File: src/rtl/icc_pkg.sv
package icc_pkg;
  // One flag per register-transfer step the sequencer can perform
  typedef struct packed {
    logic fetch_addr;  // AR <= PC
    logic fetch_ir;    // IR <= M[AR], PC++
    logic decode;      // AR <= IR address, I <= IR msb
    logic indirect;    // AR <= M[AR]
    logic irq_save;    // AR <= 0, TR <= PC
    logic irq_write;   // M[AR] <= TR, PC <= 0
    logic irq_done;    // PC++, IEN/R/SC cleared
  } icc_ctl_t;
endpackage

File: src/rtl/icc_onehot_dec.sv
module icc_onehot_dec #(
  parameter int IN_W = 3
) (
  input  logic [IN_W-1:0]        sel_i,
  input  logic                   en_i,
  output logic [(1<<IN_W)-1:0]   hot_o
);
  localparam int OutN = 1 << IN_W;

  for (genvar k = 0; k < OutN; k++) begin : g_line
    assign hot_o[k] = en_i && (sel_i == IN_W'(k));
  end
endmodule

File: src/rtl/icc_step_counter.sv
module icc_step_counter #(
  parameter int SC_W = 4
) (
  input  logic                  clk,
  input  logic                  rst_n,
  input  logic                  halt_i,
  input  logic                  clr_i,
  output logic [(1<<SC_W)-1:0]  t_o
);
  logic [SC_W-1:0] sc_q;
  logic            halted_q;

  always_ff @(posedge clk) begin
    if (!rst_n) begin
      sc_q     <= '0;
      halted_q <= 1'b0;
    end else begin
      if (halt_i) halted_q <= 1'b1;
      if (!(halted_q || halt_i)) begin
        if (clr_i) sc_q <= '0;
        else       sc_q <= sc_q + 1'b1;
      end
    end
  end

  // Timing lines are gated off entirely once frozen
  icc_onehot_dec #(.IN_W(SC_W)) u_tdec (
    .sel_i (sc_q),
    .en_i  (!halted_q),
    .hot_o (t_o)
  );
endmodule

File: src/rtl/icc_step_ctl.sv
module icc_step_ctl
  import icc_pkg::*;
(
  input  logic [3:0] t_i,
  input  logic       r_i,
  input  logic       d7_i,
  input  logic       ind_i,
  output icc_ctl_t   ctl_o
);
  always_comb begin
    ctl_o            = '0;
    ctl_o.fetch_addr = !r_i && t_i[0];
    ctl_o.fetch_ir   = !r_i && t_i[1];
    ctl_o.decode     = !r_i && t_i[2];
    ctl_o.indirect   = !d7_i && ind_i && t_i[3];
    ctl_o.irq_save   = r_i && t_i[0];
    ctl_o.irq_write  = r_i && t_i[1];
    ctl_o.irq_done   = r_i && t_i[2];
  end
endmodule

File: src/rtl/icc_intr_ctrl.sv
module icc_intr_ctrl (
  input  logic clk,
  input  logic rst_n,
  input  logic active_i,
  input  logic early_i,
  input  logic fgi_i,
  input  logic fgo_i,
  input  logic ien_set_i,
  input  logic ien_clr_i,
  input  logic irq_done_i,
  output logic r_o,
  output logic ien_o
);
  logic r_q, ien_q;

  always_ff @(posedge clk) begin
    if (!rst_n) begin
      r_q   <= 1'b0;
      ien_q <= 1'b0;
    end else if (active_i) begin
      if (irq_done_i)
        r_q <= 1'b0;
      else if (!early_i && ien_q && (fgi_i || fgo_i))
        r_q <= 1'b1;

      if (irq_done_i)     ien_q <= 1'b0;
      else if (ien_clr_i) ien_q <= 1'b0;
      else if (ien_set_i) ien_q <= 1'b1;
    end
  end

  assign r_o   = r_q;
  assign ien_o = ien_q;
endmodule

File: src/rtl/icc_sequencer.sv
module icc_sequencer
  import icc_pkg::*;
#(
  parameter int ADDR_W = 12,
  parameter int OPC_W  = 3,
  parameter int SC_W   = 4
) (
  input  logic                         clk,
  input  logic                         rst_n,
  input  logic                         halt_i,
  input  logic                         sc_clr_i,
  input  logic                         fgi_i,
  input  logic                         fgo_i,
  input  logic                         ien_set_i,
  input  logic                         ien_clr_i,
  input  logic [ADDR_W+OPC_W:0]        mem_rdata_i,
  output logic [ADDR_W-1:0]            mem_addr_o,
  output logic                         mem_we_o,
  output logic [ADDR_W+OPC_W:0]        mem_wdata_o,
  output logic [(1<<SC_W)-1:0]         t_o,
  output logic [(1<<OPC_W)-1:0]        d_o,
  output logic                         i_o,
  output logic [ADDR_W+OPC_W:0]        ir_o,
  output logic [ADDR_W-1:0]            pc_o,
  output logic [ADDR_W-1:0]            ar_o,
  output logic                         r_o,
  output logic                         ien_o
);
  localparam int DataW  = ADDR_W + OPC_W + 1;
  localparam int OpcLsb = ADDR_W;
  localparam int IndBit = DataW - 1;
  localparam int OpcTop = (1 << OPC_W) - 1;

  logic [ADDR_W-1:0] pc_q, ar_q;
  logic [DataW-1:0]  ir_q, tr_q;
  logic              ind_q;
  logic [(1<<SC_W)-1:0] t_w;
  logic [(1<<OPC_W)-1:0] d_w;
  logic              r_w, ien_w;
  icc_ctl_t          ctl;

  icc_step_counter #(.SC_W(SC_W)) u_sc (
    .clk    (clk),
    .rst_n  (rst_n),
    .halt_i (halt_i),
    .clr_i  (sc_clr_i || ctl.irq_done),
    .t_o    (t_w)
  );

  icc_onehot_dec #(.IN_W(OPC_W)) u_opdec (
    .sel_i (ir_q[OpcLsb +: OPC_W]),
    .en_i  (1'b1),
    .hot_o (d_w)
  );

  icc_step_ctl u_ctl (
    .t_i   (t_w[3:0]),
    .r_i   (r_w),
    .d7_i  (d_w[OpcTop]),
    .ind_i (ind_q),
    .ctl_o (ctl)
  );

  icc_intr_ctrl u_irq (
    .clk        (clk),
    .rst_n      (rst_n),
    .active_i   (|t_w),
    .early_i    (|t_w[2:0]),
    .fgi_i      (fgi_i),
    .fgo_i      (fgo_i),
    .ien_set_i  (ien_set_i),
    .ien_clr_i  (ien_clr_i),
    .irq_done_i (ctl.irq_done),
    .r_o        (r_w),
    .ien_o      (ien_w)
  );

  always_ff @(posedge clk) begin
    if (!rst_n) begin
      pc_q  <= '0;
      ar_q  <= '0;
      ir_q  <= '0;
      tr_q  <= '0;
      ind_q <= 1'b0;
    end else begin
      if (ctl.fetch_addr) ar_q <= pc_q;
      if (ctl.decode)     ar_q <= ir_q[ADDR_W-1:0];
      if (ctl.indirect)   ar_q <= mem_rdata_i[ADDR_W-1:0];
      if (ctl.irq_save)   ar_q <= '0;

      if (ctl.fetch_ir || ctl.irq_done) pc_q <= pc_q + 1'b1;
      if (ctl.irq_write)                pc_q <= '0;

      if (ctl.fetch_ir) ir_q  <= mem_rdata_i;
      if (ctl.decode)   ind_q <= ir_q[IndBit];
      if (ctl.irq_save) tr_q  <= DataW'(pc_q);
    end
  end

  assign mem_addr_o  = ar_q;
  assign mem_we_o    = ctl.irq_write;
  assign mem_wdata_o = tr_q;
  assign t_o         = t_w;
  assign d_o         = d_w;
  assign i_o         = ind_q;
  assign ir_o        = ir_q;
  assign pc_o        = pc_q;
  assign ar_o        = ar_q;
  assign r_o         = r_w;
  assign ien_o       = ien_w;
endmodule

File: config.mk
export PLATFORM = sky130hd
export DESIGN_NAME = icc_sequencer
export DESIGN_NICKNAME = d
export VERILOG_FILES = /design/src/rtl/icc_pkg.sv /design/src/rtl/icc_onehot_dec.sv /design/src/rtl/icc_step_counter.sv /design/src/rtl/icc_step_ctl.sv /design/src/rtl/icc_intr_ctrl.sv /design/src/rtl/icc_sequencer.sv
export SDC_FILE = /design/constraint.sdc
export NUM_CORES = 1
export LEC_CHECK = 0
export ABC_AREA = 1
export BUFFER_PORTS_ARGS = -buffer_cell sky130_fd_sc_hd__buf_4
export CORE_MARGIN = 4
export CORE_UTILIZATION = 30
export CTS_BUF_LIST = sky130_fd_sc_hd__clkbuf_8
export DETAILED_ROUTE_END_ITERATION = 8
export GPL_TIMING_DRIVEN = 0
export SLEW_MARGIN = 20
export SYNTH_ARGS = -nofsm -noshare
export SYNTH_HDL_FRONTEND = slang
export SYNTH_SLANG_ARGS = --single-unit
export TNS_END_PERCENT = 5
File: constraint.sdc
create_clock -name clk -period 1.99 [get_ports clk]
set_input_delay 0.2985 -clock clk [delete_from_list [all_inputs] [get_ports clk]]
set_output_delay 0.2985 -clock clk [all_outputs]
set_load 0.005 [all_outputs]
# Word-level counts from Yosys, hierarchy flattened
# Index checks and enable logic that the tools add are counted.
# word_totals
reg_bits	60
inputBits	24
out_inout_bits	96
wordCells	88
# op_classes
addsub	2
eq_ne	22
muxes	9
bitwise	1
reduce_logical	45
# op_table
cell	n
$mux W12	3
$eq A4 B4 Y1 const B	8
$logic_and A1 B1 Y1	26
$eq A4 B3 Y1 const B	4
$reduce_or A16 Y1	1
$add A12 B1 Y12 const B	1
$eq A3 B3 Y1 const B	4
$eq A4 B2 Y1 const B	2
$eq A3 B2 Y1 const B	2
$reduce_bool A3 Y1	2
$mux W1	5
$add A4 B1 Y4 const B	1
$eq A4 B1 Y1 const B	1
$logic_not A1 Y1	4
$logic_not A4 Y1	1
$logic_or A1 B1 Y1	4
$mux W4	1
$reduce_and A2 Y1	2
$reduce_or A2 Y1	2
$eq A3 B1 Y1 const B	1
$logic_not A3 Y1	1
$reduce_or A3 Y1	1
$reduce_bool A2 Y1	1
$not A1 Y1	1

# Longest topological paths before layout
# depth
word_depth	8
mapped_depth	12
depth_no_buf	12

# Hierarchy
# From an unflattened synthesis, not the netlist that was laid out.
# unflattened
hier_cells	456
area_unflattened_um2	2980.4
# modules_own_cells
mod	n_inst	cells_each	area_per_inst_um2	seq_area_each_um2
icc_sequencer	1	345	2391.0	1061.0
icc_step_counter	1	33	240.2	100.1
icc_onehot_dec at u_sc.u_tdec	1	32	126.4	0.0
icc_intr_ctrl	1	15	106.4	40.0
icc_onehot_dec at u_opdec	1	17	63.8	0.0
icc_step_ctl	1	14	52.6	0.0

# Worst setup path after synthesis
# No wires, ideal clock.
# synth_path
kind	flip-flop to flip-flop
startpoint	reg u_sc.sc_q[0]
endpoint	reg ar_q[10] (netlist: ar_o[10])
setup_time_ns	0.117
t_arrival_ns	1.441
required_time_ns	1.873
slack_ns	0.432
path_stages_with_launch	11
n_path_buf	1
path_cell_list	dfxtp_1 -> inv_1 -> ha_1 -> nand2_4 -> nor2_8 -> nand2_2 -> buf_2 -> o21ai_0 -> nor2_1 -> nor2_1 -> nor2_1
# synth_between
elab_chain_cells	5
word_cells_on_any_way	14
cone_classes	2 x eq/ne; 2 x mux; 10 x reduce/logical
# synth_lines
element	line_no	source
from (decl)	icc_step_counter.sv:10	logic [SC_W-1:0] sc_q;
from (signal assigned)	icc_step_counter.sv:21	else sc_q <= sc_q + 1'b1;
$eq A4 B2 Y1 (*)	icc_onehot_dec.sv:11	assign hot_o[k] = en_i && (sel_i == IN_W'(k));
$logic_and A1 B1 Y1 (*)	icc_onehot_dec.sv:11	
net t_o[2]	icc_sequencer.sv:20	output logic [(1<<SC_W)-1:0] t_o,
$logic_and A1 B1 Y1 (*)	icc_step_ctl.sv:14	ctl_o.decode = !r_i && t_i[2];
$mux W12	icc_sequencer.sv:87	if (ctl.decode) ar_q <= ir_q[ADDR_W-1:0];
$mux W12	icc_sequencer.sv:88	if (ctl.indirect) ar_q <= mem_rdata_i[ADDR_W-1:0];
to (signal assigned)	icc_sequencer.sv:86	if (ctl.fetch_addr) ar_q <= pc_q;
to (signal assigned)	icc_sequencer.sv:87	
to (signal assigned)	icc_sequencer.sv:88	
to (decl)	icc_sequencer.sv:34	logic [ADDR_W-1:0] pc_q, ar_q;
# Mark *: on every way through the listed nets, which the timed path passes. The rest lies on a longest branch.
# A chain may end at the register's enable or synchronous reset.

# Worst setup path in the final report
# layout_path
startpoint	reg u_sc.sc_q[0]
endpoint	out t_o[0]
# layout_between
elab_chain_cells	2
# layout_lines
element	line_no
$logic_not A4 Y1	icc_onehot_dec.sv:11
$logic_and A1 B1 Y1	icc_onehot_dec.sv:11
to (decl)	icc_sequencer.sv:20
# No other way between the ends.

==> impl_metrics.env <==
export IMPL_power_total_w=0.00288
export IMPL_route_detailed_drc=0
export IMPL_cp_cell_sequence="inv_2 > ha_4 > inv_1 > nor2_2 > nand2_2 > inv_2 > buf_6 > buf_4"
export IMPL_wl_per_cell_um=13.7
export IMPL_ant_nets=0
export IMPL_max_slew_margin=0.629
export IMPL_grt_max_degree=12
export IMPL_fmax_mhz=529
export IMPL_layout_nets=633
export IMPL_crit_path_end_kind="output port"
export IMPL_htree_levels=3
export IMPL_io_buffers=115
export IMPL_crit_family="buffers and inverters"
export IMPL_leakagePower_nw=2.12
export IMPL_die_area_mm2=0.0125
export IMPL_startpoint_type="flip-flop"
export IMPL_routed_wl_mm=10.2
export IMPL_via_count=3450
export IMPL_seq_area_frac_synth=0.371
export IMPL_yosys_register_bits=60
export IMPL_antenna_found_initial=0
export IMPL_holdWs_ps=197
export IMPL_slowest_stage="dfxtp_2"
export IMPL_drv_cap=0
export IMPL_gp_congestion=0.860
export IMPL_die_y_um=112
export IMPL_initial_core_util=0.311
export IMPL_coreArea_mm2=0.0104
export IMPL_gr_usage_met1=0.205
export IMPL_synth_edff_count=0
export IMPL_n_antenna_cell=0
export IMPL_cts_inserted_buffers=9
export IMPL_period_minus_slack_ps=1890
export IMPL_grt_pass1_wl_mm=16.6
export IMPL_drt_vias_per_instance=4.63
export IMPL_cts_root_buf="clkbuf_8"
export IMPL_drt_iter0_markers=163
export IMPL_ys_flop_type="dfxtp_1"
export IMPL_path_class="flip-flop to output port"
export IMPL_pwr_density_cell_mw_per_mm2=635
export IMPL_rows=37
export IMPL_multi_input_area_mm2=0.00168
export IMPL_setup_viol=0
export IMPL_cpMostUsedCell="inv_2"
export IMPL_clk_pin_slew_ps=70
export IMPL_async_flop_share=0
export IMPL_drive_gt1_frac=0.323
export IMPL_clock_latency_ps=340
export IMPL_worstMarginPinSlew_ps=557
export IMPL_status="complete, no violations"
export IMPL_dr_pass1_iters=4
export IMPL_cts_tree="done"
export IMPL_yosys_warnings=0
export IMPL_area_sequential_mm2=0.00120
export IMPL_syn_area_per_cell_um2=6.83
export IMPL_dpl_hpwl_mm=7.99
export IMPL_fillers=1111
export IMPL_syn_cell_area_mm2=0.00324
export IMPL_period_share=0.950
export IMPL_cp_data_required_time_ps=1690
export IMPL_syn_to_final_growth_pct=40.1
export IMPL_max_vdd_ir_drop_mv=0.323
export IMPL_die_w_um=112
export IMPL_cp_max_fo=10
export IMPL_syn_instance_count=474
export IMPL_global_route_usage_met3=0.0272
export IMPL_cts_sinks=60
export IMPL_grt_pass1_vias=3282
export IMPL_drv_slew=0
export IMPL_critPathMaxStageDelay_ps=360
export IMPL_grt_use_met2=0.272
export IMPL_hold_viol=0
export IMPL_clockBufferDepth=2
export IMPL_rsz0062_at_grt="yes"
export IMPL_grt_util_all_layers=0.160
export IMPL_ys_types=32
export IMPL_fin_worst_skew_ps=5.54
export IMPL_io_pins=120
export IMPL_critPathBufInv=5
export IMPL_overflow=0
export IMPL_busiest_layer="met2"
export IMPL_worstPathArrival_ps=1590
export IMPL_hold_class="input pin to flip-flop"
[synthesized netlist by cell type (5+ instances only)]
cell type  instances  area share
ha_1               5       0.019
o211ai_1           5       0.012
a21oi_1           41       0.063
dfxtp_1           60        0.37
nand3_1           33       0.051
buf_2              9       0.014
inv_1             37       0.043
nor2_1            67       0.078
nand2_1          105        0.12
nor3_1            17       0.026
buf_4             20       0.046
inv_2              5      0.0058
o21ai_0           34       0.053
nand2_4            5       0.017
nand4_1            5      0.0097
[through the flow]
step / instance area, µm² / instances / setup WS [ps] / setup TNS [ps] / utilization
6_report: 4530 / 745 / 99.6 / 0 / 0.435
5_1_grt: 4530 / 745 / -11.2 / -11.4 / 0.435
4_1_cts: 4510 / 745 / 5.15 / 0 / 0.433
3_5_place_dp: 4280 / 728 / -64.4 / -490 / 0.411
3_3_place_gp: 4280 / 728 / 0.828 / 0 / 0.411
2_1_floorplan: 3250 / 477 / 432 / 0 / -
[where the power goes]
group          switching (W)  total (W)  leakage, nW  internal, W
Sequential         0.0000441    0.00129        0.488      0.00125
Clock               0.000514    0.00112       0.0983     0.000610
Combinational       0.000233   0.000468         1.54     0.000235
[worst paths after layout]
check | start | to | slack [ps] | cells after the start
setup / recovery | u_sc.sc_q[0] | t_o[0] | 100 | 8
hold / removal | ien_set_i | u_irq.ien_o | 200 | 3
setup reg to reg | u_sc.sc_q[0] | ar_o[2] | 200 | 12
hold reg to reg | mem_wdata_o[10] | mem_wdata_o[10] | 470 | 2
[worst reg2reg max path: cells and delay by family, from the launching register on]
family	cells	cell delay, ps
simple gates	5	520
fa+ha+maj	1	170
buf+inv	5	530
flops	1	360
compound gates	1	110
[logic make-up after synthesis]
| logic type | after synthesis | share of synthesized area |
|---|---|---|
| AO/OA/AOI/OAI | 85 | 0.140 |
| adder cells (fa/ha/maj) | 5 | 0.0193 |
| buffers and inverters | 79 | 0.125 |
| flip-flops | 60 | 0.371 |
| other | 1 | 0.00116 |
| AND/OR/NAND/NOR | 244 | 0.344 |
[final cells by class]
type	count	share of cell area
Tap cell	136	0.0375
Timing Repair Buffer	116	0.192
Inverter	44	0.0375
Buffer	35	0.0535
Sequential cell	60	0.265
Clock buffer	10	0.0304
Multi-Input combinational cell	338	0.369
Clock inverter	6	0.0141
[routing by layer]
layer  part of all wire  vias to the layer above
met5                  0                        -
met4              0.011                        0
met3              0.057                       10
met2               0.49                      100
met1               0.44                     1562
li1                   -                     1778
[state kept, by name (all words and copies together), names as in the netlist]
signal         flops
ir_o              16
ar_o              12
mem_wdata_o       12
pc_o              12
u_sc.sc_q          4
i_o                1
u_irq.ien_o        1
u_irq.r_o          1
u_sc.halted_q      1
[what timing repair did]
action                     in CTS  in global routing
setup buffers                   1                  0
setup endpoints to repair      13                 14
hold buffers                    0                  0
pin swaps                       0                  1
gates resized for setup         9                  6
gates cloned                    0                  0
[cells in the final DEF (no fill, tap or decap), types with 8 or more instances in the layout]
cell type and count:
buf_4 137, nand2_1 104, nor2_1 66, dfxtp_1 58, a21oi_1 41, inv_1 34
o21ai_0 34, nand3_1 33, nor3_1 17, clkbuf_8 10, inv_2 8
Note: power is estimated with default switching activity, not from simulation.
